**config.mk**
```make
export PLATFORM = sky130hd
export DESIGN_NAME = xtrig_router
export DESIGN_NICKNAME = d
export VERILOG_FILES = /design/src/rtl/xtrig_pkg.sv /design/src/rtl/xtrig_in_map.sv /design/src/rtl/xtrig_out_map.sv /design/src/rtl/xtrig_router.sv
export SDC_FILE = /design/constraint.sdc
export NUM_CORES = 1
export LEC_CHECK = 0
export ABC_AREA = 0
export BUFFER_PORTS_ARGS = -buffer_cell sky130_fd_sc_hd__buf_2
export CORE_MARGIN = 2
export CORE_UTILIZATION = 30
export DETAILED_ROUTE_END_ITERATION = 7
export SLEW_MARGIN = 15
export SYNTH_ARGS = -nofsm -noshare
export SYNTH_HDL_FRONTEND = slang
export SYNTH_SLANG_ARGS = --single-unit
export TNS_END_PERCENT = 50
```
**constraint.sdc**
```tcl
create_clock -name clk -period 2.5 [get_ports clk]
set_input_delay 0.5 -clock clk [delete_from_list [all_inputs] [get_ports clk]]
set_output_delay 0.5 -clock clk [all_outputs]
set_load 0.02 [all_outputs]
```
**src/rtl/xtrig_pkg.sv**
```systemverilog
package xtrig_pkg;
    localparam int ADDR_W = 5;

    localparam logic [ADDR_W-1:0] A_CTRL      = 5'd0;
    localparam logic [ADDR_W-1:0] A_GATE      = 5'd1;
    localparam logic [ADDR_W-1:0] A_SET       = 5'd2;
    localparam logic [ADDR_W-1:0] A_CLR       = 5'd3;
    localparam logic [ADDR_W-1:0] A_PULSE     = 5'd4;
    localparam logic [ADDR_W-1:0] A_FMASK     = 5'd5;
    localparam logic [ADDR_W-1:0] A_RESET_ALL = 5'd6;
    localparam logic [ADDR_W-1:0] A_CH_STAT   = 5'd7;
    localparam logic [ADDR_W-1:0] A_TR_STAT   = 5'd8;

    localparam int IN_BASE  = 16;
    localparam int OUT_BASE = 24;
    localparam int MAX_PER_BANK = OUT_BASE - IN_BASE;
endpackage

```
**src/rtl/xtrig_in_map.sv**
```systemverilog
module xtrig_in_map #(
    parameter int NUM_IN = 8,
    parameter int NUM_CH = 4
) (
    input  logic [NUM_IN-1:0]             trig_in,
    input  logic [NUM_IN-1:0][NUM_CH-1:0] attach,
    output logic [NUM_CH-1:0]             ch_act
);
    for (genvar c = 0; c < NUM_CH; c++) begin : g_ch
        logic [NUM_IN-1:0] column;
        for (genvar i = 0; i < NUM_IN; i++) begin : g_in
            assign column[i] = attach[i][c];
        end
        assign ch_act[c] = |(trig_in & column);
    end
endmodule

```
**src/rtl/xtrig_out_map.sv**
```systemverilog
module xtrig_out_map #(
    parameter int NUM_OUT = 8,
    parameter int NUM_CH  = 4
) (
    input  logic                           enable,
    input  logic                           filt_en,
    input  logic [NUM_OUT-1:0]             filt_mask,
    input  logic [NUM_CH-1:0]              ch_all,
    input  logic [NUM_OUT-1:0][NUM_CH-1:0] attach,
    output logic [NUM_OUT-1:0]             trig_out
);
    for (genvar o = 0; o < NUM_OUT; o++) begin : g_out
        assign trig_out[o] = enable & (|(attach[o] & ch_all))
                             & ~(filt_en & filt_mask[o]);
    end
endmodule

```
**src/rtl/xtrig_router.sv**
```systemverilog
module xtrig_router
    import xtrig_pkg::*;
#(
    parameter int NUM_IN  = 8,
    parameter int NUM_OUT = 8,
    parameter int NUM_CH  = 4,
    parameter int DATA_W  = 32,
    parameter logic [NUM_OUT-1:0] FILT_DEFAULT = 1
) (
    input  logic                clk,
    input  logic                rst_n,
    input  logic                reg_wr,
    input  logic [ADDR_W-1:0]   reg_addr,
    input  logic [DATA_W-1:0]   reg_wdata,
    output logic [DATA_W-1:0]   reg_rdata,
    input  logic [NUM_IN-1:0]   trig_in,
    output logic [NUM_OUT-1:0]  trig_out,
    input  logic [NUM_CH-1:0]   ch_in,
    output logic [NUM_CH-1:0]   ch_out
);
    localparam int WIDEST = (NUM_OUT > NUM_CH) ? NUM_OUT : NUM_CH;

    typedef struct packed {
        logic                           en;
        logic                           filt_en;
        logic [NUM_CH-1:0]              gate;
        logic [NUM_OUT-1:0]             filt_mask;
        logic [NUM_CH-1:0]              hold;
        logic [NUM_CH-1:0]              pulse;
        logic [NUM_IN-1:0][NUM_CH-1:0]  in_att;
        logic [NUM_OUT-1:0][NUM_CH-1:0] out_att;
    } state_t;

    function automatic state_t reset_state();
        state_t s;
        s           = '0;
        s.filt_en   = 1'b1;
        s.gate      = '1;
        s.filt_mask = FILT_DEFAULT;
        return s;
    endfunction

    state_t st_d, st_q;

    logic [NUM_CH-1:0] in_ch, local_ch, ch_all;
    logic              glob_en, filt_en;
    logic [NUM_CH-1:0] gate_v, hold_v, pulse_v;
    logic [NUM_OUT-1:0] fmask_v;
    logic [NUM_IN-1:0][NUM_CH-1:0] in_att_v;
    logic              unused_wdata;

    assign unused_wdata = ^reg_wdata;
    assign glob_en  = st_q.en;
    assign filt_en  = st_q.filt_en;
    assign gate_v   = st_q.gate;
    assign hold_v   = st_q.hold;
    assign pulse_v  = st_q.pulse;
    assign fmask_v  = st_q.filt_mask;
    assign in_att_v = st_q.in_att;

    always_comb begin
        st_d       = st_q;
        st_d.pulse = '0;
        if (reg_wr) begin
            if (reg_addr == A_RESET_ALL && reg_wdata[0]) begin
                st_d = reset_state();
            end else begin
                case (reg_addr)
                    A_CTRL: begin
                        st_d.en      = reg_wdata[0];
                        st_d.filt_en = reg_wdata[1];
                    end
                    A_GATE:  st_d.gate      = reg_wdata[NUM_CH-1:0];
                    A_SET:   st_d.hold      = st_q.hold | reg_wdata[NUM_CH-1:0];
                    A_CLR:   st_d.hold      = st_q.hold & ~reg_wdata[NUM_CH-1:0];
                    A_PULSE: st_d.pulse     = reg_wdata[NUM_CH-1:0];
                    A_FMASK: st_d.filt_mask = reg_wdata[NUM_OUT-1:0];
                    default: ;
                endcase
                for (int i = 0; i < NUM_IN; i++) begin
                    if (reg_addr == ADDR_W'(IN_BASE + i))
                        st_d.in_att[i] = reg_wdata[NUM_CH-1:0];
                end
                for (int o = 0; o < NUM_OUT; o++) begin
                    if (reg_addr == ADDR_W'(OUT_BASE + o))
                        st_d.out_att[o] = reg_wdata[NUM_CH-1:0];
                end
            end
        end
    end

    always_ff @(posedge clk or negedge rst_n) begin
        if (!rst_n) st_q <= reset_state();
        else        st_q <= st_d;
    end

    xtrig_in_map #(.NUM_IN(NUM_IN), .NUM_CH(NUM_CH)) u_in_map (
        .trig_in (trig_in),
        .attach  (st_q.in_att),
        .ch_act  (in_ch)
    );

    assign local_ch = in_ch | st_q.hold | st_q.pulse;
    assign ch_all   = local_ch | ch_in;
    assign ch_out   = {NUM_CH{st_q.en}} & st_q.gate & local_ch;

    xtrig_out_map #(.NUM_OUT(NUM_OUT), .NUM_CH(NUM_CH)) u_out_map (
        .enable    (st_q.en),
        .filt_en   (st_q.filt_en),
        .filt_mask (st_q.filt_mask),
        .ch_all    (ch_all),
        .attach    (st_q.out_att),
        .trig_out  (trig_out)
    );

    always_comb begin
        reg_rdata = '0;
        case (reg_addr)
            A_CTRL:    reg_rdata[1:0]         = {st_q.filt_en, st_q.en};
            A_GATE:    reg_rdata[NUM_CH-1:0]  = st_q.gate;
            A_SET:     reg_rdata[NUM_CH-1:0]  = st_q.hold;
            A_FMASK:   reg_rdata[NUM_OUT-1:0] = st_q.filt_mask;
            A_CH_STAT: reg_rdata[NUM_CH-1:0]  = ch_out;
            A_TR_STAT: reg_rdata[NUM_OUT-1:0] = trig_out;
            default: ;
        endcase
        for (int i = 0; i < NUM_IN; i++) begin
            if (reg_addr == ADDR_W'(IN_BASE + i))
                reg_rdata[NUM_CH-1:0] = st_q.in_att[i];
        end
        for (int o = 0; o < NUM_OUT; o++) begin
            if (reg_addr == ADDR_W'(OUT_BASE + o))
                reg_rdata[NUM_CH-1:0] = st_q.out_att[o];
        end
    end

    initial begin
        if (NUM_IN > MAX_PER_BANK || NUM_OUT > MAX_PER_BANK || WIDEST > DATA_W)
            $error("xtrig_router: parameters exceed the register map");
    end
endmodule

```
# After elaboration in Yosys (flattened, before gate mapping)
# Index checks and enable logic that the tools add are counted.
[totals]
reg_bits = 86
latchBits = 0
mem_bits_rw = 0
mem_bits_ro = 0
in_bits = 52
output_inout_bits = 44
mem_count = 0
[classes]
add_sub_neg = 0
n_mul = 0
n_div = 0
magnitude_cmp = 0
eq_ne = 24
n_shift = 0
n_mux = 42
bitwise_logic = 52
reduce_logical = 54
[op_table]
columns = ["op", "count"]
rows = [
  ["$mux W4", 34],
  ["$mux W86", 1],
  ["$eq A5 B5 Y1 const B", 16],
  ["$mux W68", 1],
  ["$and A4 B4 Y4", 11],
  ["$reduce_and A2 Y1", 20],
  ["$reduce_bool A2 Y1", 19],
  ["$and A8 B8 Y8", 4],
  ["$reduce_or A4 Y1", 8],
  ["$reduce_or A8 Y1", 4],
  ["$and A1 B1 Y1", 24],
  ["$eq A5 B3 Y1 const B", 4],
  ["$or A4 B4 Y4", 4],
  ["$pmux W4 S2", 2],
  ["$pmux W2 S6", 1],
  ["$eq A5 B2 Y1 const B", 2],
  ["$pmux W2 S5", 1],
  ["$mux W8", 1],
  ["$not A1 Y1", 8],
  ["$eq A5 B1 Y1 const B", 1],
  ["$eq A5 B4 Y1 const B", 1],
  ["$logic_not A5 Y1", 1],
  ["$not A4 Y4", 1],
  ["$reduce_bool A3 Y1", 1],
  ["other kinds (2)", 2],
]

# Depth between registers and ports, before layout
[depth]
depth_word = 26
depth_mapped = 9
depth_no_buf = 6

# Cells and area by module
# Synthesis repeated with hierarchy kept, for this count alone.
[unflattened]
cells_unflattened = 591
hier_area_um2 = 5296.3
[modules_own_cells]
columns = ["mod", "n_inst", "cells_per_inst", "area_per_inst_um2", "seq_area_each_um2"]
rows = [
  ["xtrig_router", 1, 541, 4916.0, 2159.6],
  ["xtrig_out_map", 1, 30, 235.2, 0.0],
  ["xtrig_in_map", 1, 20, 145.1, 0.0],
]

# Least setup slack after synthesis
# Ideal clock, no wire load.
[synth_timing]
path_type = "input port to output port"
start = "in reg_addr[1]"
end = "out reg_rdata[1]"
t_arrival_ns = 2.012
setup_slack_ns = -0.012
path_stages = 8
path_buffers = 2
cell_sequence = "buf_6 -> buf_6 -> or4b_1 -> nor2_1 -> a221oi_1 -> o31ai_1 -> o21ai_1 -> a31oi_1"
[synth_between]
elab_chain_len = 18
elab_cells_between_ends = 39
cone_classes = "eq/ne: 21; mux: 17; reduce/logical: 1"
[synth_rtl]
columns = ["element", "line", "source"]
rows = [
  ["from (decl)", "xtrig_router.sv:13", "input logic [ADDR_W-1:0] reg_addr,"],
  ["$eq A5 B4 Y1, or another cell as far along", "xtrig_router.sv:118", "case (reg_addr)"],
  ["$pmux W2 S6", "xtrig_router.sv:118", ""],
  ["$mux W4 (8 in series)", "xtrig_router.sv:128", "if (reg_addr == ADDR_W'(IN_BASE + i))"],
  ["$mux W4 (7 in series)", "xtrig_router.sv:132", "if (reg_addr == ADDR_W'(OUT_BASE + o))"],
  ["$mux W4 *", "xtrig_router.sv:132", ""],
  ["to (decl)", "xtrig_router.sv:15", "output logic [DATA_W-1:0] reg_rdata,"],
]
# Mark *: on every way between the ends. The rest lies on a longest branch, timed or not.

# Final worst setup path
[layout_timing]
start = "reg st_q (netlist bit in_att_v[10])"
end = "out reg_rdata[4]"
[layout_between]
elab_chain_len = 10
[layout_rtl]
columns = ["element", "line", "source"]
rows = [
  ["from (decl)", "xtrig_router.sv:43", "state_t st_d, st_q;"],
  ["from (signal assigned)", "xtrig_router.sv:93", "if (!rst_n) st_q <= reset_state();"],
  ["from (signal assigned)", "xtrig_router.sv:94", "else st_q <= st_d;"],
  ["$and A8 B8 Y8", "xtrig_in_map.sv:14", "assign ch_act[c] = |(trig_in & column);"],
  ["$reduce_or A8 Y1", "xtrig_in_map.sv:14", ""],
  ["$or A4 B4 Y4 (2 in series)", "xtrig_router.sv:103", "assign local_ch = in_ch | st_q.hold | st_q.pulse;"],
  ["$or A4 B4 Y4", "xtrig_router.sv:104", "assign ch_all = local_ch | ch_in;"],
  ["$and A4 B4 Y4", "xtrig_out_map.sv:13", "assign trig_out[o] = enable & (|(attach[o] & ch_all))"],
  ["$reduce_or A4 Y1", "xtrig_out_map.sv:13", ""],
  ["$and A1 B1 Y1", "xtrig_out_map.sv:13", ""],
  ["$and A1 B1 Y1", "xtrig_out_map.sv:14", "& ~(filt_en & filt_mask[o]);"],
  ["$pmux W4 S2", "xtrig_router.sv:118", ""],
]
# No other way between the ends.

==> summary.txt <==
Critical path
  – Largest stage delay on the critical path: 0.44 ns
  – WP buf/inv: 2
  – R2r worst-path depth: 3
  – Worst setup SP type: flop
  – Crit-path slowest cell: a222oi_1
  – Worst EP arrival: 2.44 ns
  – Critical path class: flop to primary output
  – Family with the most delay on the worst path: compound AO/OA/AOI/OAI gates
  – Critical path depth: 8
  – CP dominant cell by count: buf_6
  – Crit path cell chain: a222oi_1 -> nand2_1 -> buf_6 -> or2_4 -> a22oi_2 -> a21oi_2 -> a22o_1 -> buf_6
  – Crit path max fanout: 4
  – Worst Path Required: 2.00 ns
  – Worst setup EP type: primary output

Cells and area
  – N_diodes: 0
  – Share of layout cells above drive strength 1: 33.75%
  – Net count, final: 918
  – P&R area growth vs syn: 39.84%

Synth
  – Synth Area per Inst: 8.173 sq um
  – Post-synth top area share: 36.61%
  – Post-synth ARST share: 100.0%
  – Register area share after synthesis: 39.50%
  – Yosys synthesis warning count: 0
  – Commonest cells in the netlist: 118 x o21ai_0, 112 x nand2_1, 80 x dfrtp_1
  – Unique masters post-synth: 67
  – Synthesized instance count: 669
  – Most frequent cell after synthesis: o21ai_0
  – Yosys reg bits: 86
  – Synthesized cell area: 5468 sq um
  – Top cell type by total area after synthesis: dfrtp_1
  – Top_reg_cell synth: dfrtp_1
  – Top post-synthesis cells by area: dfrtp_1 37%, o21ai_0 11%, nand2_1 7.7%
  – EDFF count, synth: 0

Pwr
  – Internal power: 3.140 mW
  – Power consumption: 4.793 mW
  – Clock Power Share: 28.4%
  – Leak: 3.395 nW
  – Switch Pwr: 1.653 mW
  – Power Density: 626.8 nW/um^2
  – VDD IR-drop max: 483.5 uV
  – Logic pwr share: 30.2%
  – Net Sw Frac: 34.48%
  – Flop pwr share: 41.4%

Detailed routing
  – DRT Pass-1 Iters: 8
  – Vias per inst: 5.628
  – Routed via count: 6191
  – Initial DRC Count: 766
  – Post-DR wirelength/cell: 20.41 um
  – Antenna viol nets, final: 0
  – DRC viols: 0
  – Drt total wl: 22450 um

Clock tree
  – CTS max path bufs: 2
  – TritonCTS clock tree: done
  – Skew-Pair Late Insertion Delay: 0.35 ns
  – CTS buffer count: 9
  – Clk sinks: 86
  – H-tree Lvls: 3
  – CTS root buf: clkbuf_16
  – Clock transition at path regs: 0.06 ns
  – # hold bufs at CTS: 0

Place
  – Post-DP HPWL: 16850 um
  – Global placement routability congestion: 0.9655
  – Pre-CTS WS: -0.4959 ns
  – Port Buffers: 47

STA
  – Final Critical Period: 2.938 ns
  – Max Clk Rate: 0.3403 GHz
  – Slew margin rel.: 43.45%
  – Final setup vio count: 16
  – Clock skew: 0 ns
  – Final Max Slew Viols: 0
  – RSZ-0062 raised after global routing: yes
  – Worst setup margin: -0.4383 ns
  – Slew at the pin with the worst max-slew slack: 0.8461 ns
  – Final hold vios: 0
  – Final period util: 117.5%

Hold path
  – Hold WC Path Type: primary input to async pin

Global route
  – Overall Global Routing Usage: 23.03%
  – Largest net degree at the start of global routing: 46
  – First-pass GRT wire length: 34590 um
  – Antenna violations before repair: 0
  – GRT overflow: 0
  – Number of global-route vias before repair: 5985

Run status
  – Failing checks: setup timing
  – Status: finished with violations

Floorplanning
  – Die extent in x: 139.0 um
  – Vert. Die Dim: 139.0 um
  – Row cnt: 49
  – # IOs: 96
  – Die area: 19320 sq um
  – Starting Density: 30.54%
  – Area of the core: 17900 sq um

Flow run
  – Max Cap Viol: 0
[sequential cells by signal (all words and copies together), names as in the netlist]
signal / count
in_att_v: 32
st_q: 32
fmask_v: 8
gate_v: 4
hold_v: 4
pulse_v: 4
filt_en: 1
glob_en: 1
[power by group through the flow]
stage | Sequential, mW | Combinational [mW] | Clock (mW)
after global routing | 2.01 | 1.56 | 1.44
after global placement | 1.98 | 1.21 | 0
after floorplan | 1.85 | 0.672 | 0
after CTS | 1.97 | 1.35 | 1.38
final | 1.99 | 1.45 | 1.36
after detailed placement | 1.98 | 1.24 | 0
[final cells by class]
type / instances / area [sq um]
Clock buffer: 12 / 246.5
Clock inverter: 4 / 47.55
Fill cell: 1802 / 10260
Inverter: 6 / 22.52
Multi-Input combinational cell: 540 / 3211
Sequential cell: 86 / 2160
Tap cell: 229 / 286.5
Timing Repair Buffer: 223 / 1673
[what timing repair did]
| action | in CTS | in global routing |
|---|---|---|
| resized for setup | 52 | 27 |
| pin swaps | 21 | 11 |
| gates cloned | 0 | 0 |
| setup buffers | 6 | 3 |
| endpoints found under the setup margin | 17 | 20 |
[cells in the final DEF (no fill, tap or decap), types with 7 or more instances in the layout]
master       n
conb_1      24
nand3_1     15
a21oi_1     46
and3_1       9
nand2_1    112
o21ai_1     13
nor3_1       8
dfrtp_1     80
nor2_1      44
buf_6       13
buf_2       35
a22oi_2      8
a22oi_1     10
o21ai_0    106
a32o_1       7
clkbuf_16    9
buf_4      172
[worst paths after layout]
| path | from | endpoint | slack [ns] |
|---|---|---|---|
| worst max-delay path | in_att_v[10] | reg_rdata[4] | -0.44 |
| worst min-delay path | rst_n | in_att_v[0] | 0.02 |
| worst max register to register | glob_en | glob_en | 1.56 |
| worst min register to register | gate_v[0] | gate_v[0] | 0.50 |
| max in group asynchronous | rst_n | st_q[9] | 1.84 |
| min in group clk | reg_wdata[5] | fmask_v[5] | 0.40 |
[layer usage]
metal | vias to the layer above | routed length [um] | track usage [%]
li1 | 2820 | - | -
met1 | 2986 | 9921 | 31.98
met2 | 330 | 10090 | 35.96
met3 | 55 | 1721 | 4.593
met4 | 0 | 724 | 7.868
met5 | - | 0 | 0
[through the flow]
step / util [%] / instances / hold WS, ns / area, sq um / setup TNS, ns
after floorplan: - / 692 / 0.2044 / 5560 / 0
after global placement: 39.08 / 1075 / 0.3984 / 6997 / -5.026
after detailed placement: 39.08 / 1075 / 0.3993 / 6997 / -5.016
after CTS: 42.08 / 1097 / 0.02502 / 7533 / -4.814
after global routing: 42.71 / 1100 / 0.03214 / 7646 / -6.880
final: 42.71 / 1100 / 0.02414 / 7646 / -5.506
[worst register-to-register path, cell delays in order (launching register included)]
cell,delay [ns]
dfrtp_1,0.39
buf_4,0.20
o21ai_0,0.19
a21oi_1,0.06
[logic make-up (layout without fill, tap and decap cells)]
group           count (synthesis)  in the layout  share of synthesized area [%]
simple gates                  243            243                          21.30
mux                             7              7                          1.304
compound gates                266            266                          30.48
buf+inv                        66            245                          7.345
flops                          86             86                          39.50
other cells                     1             24                        0.06858
No activity file was read; power rests on OpenSTA's default activity.
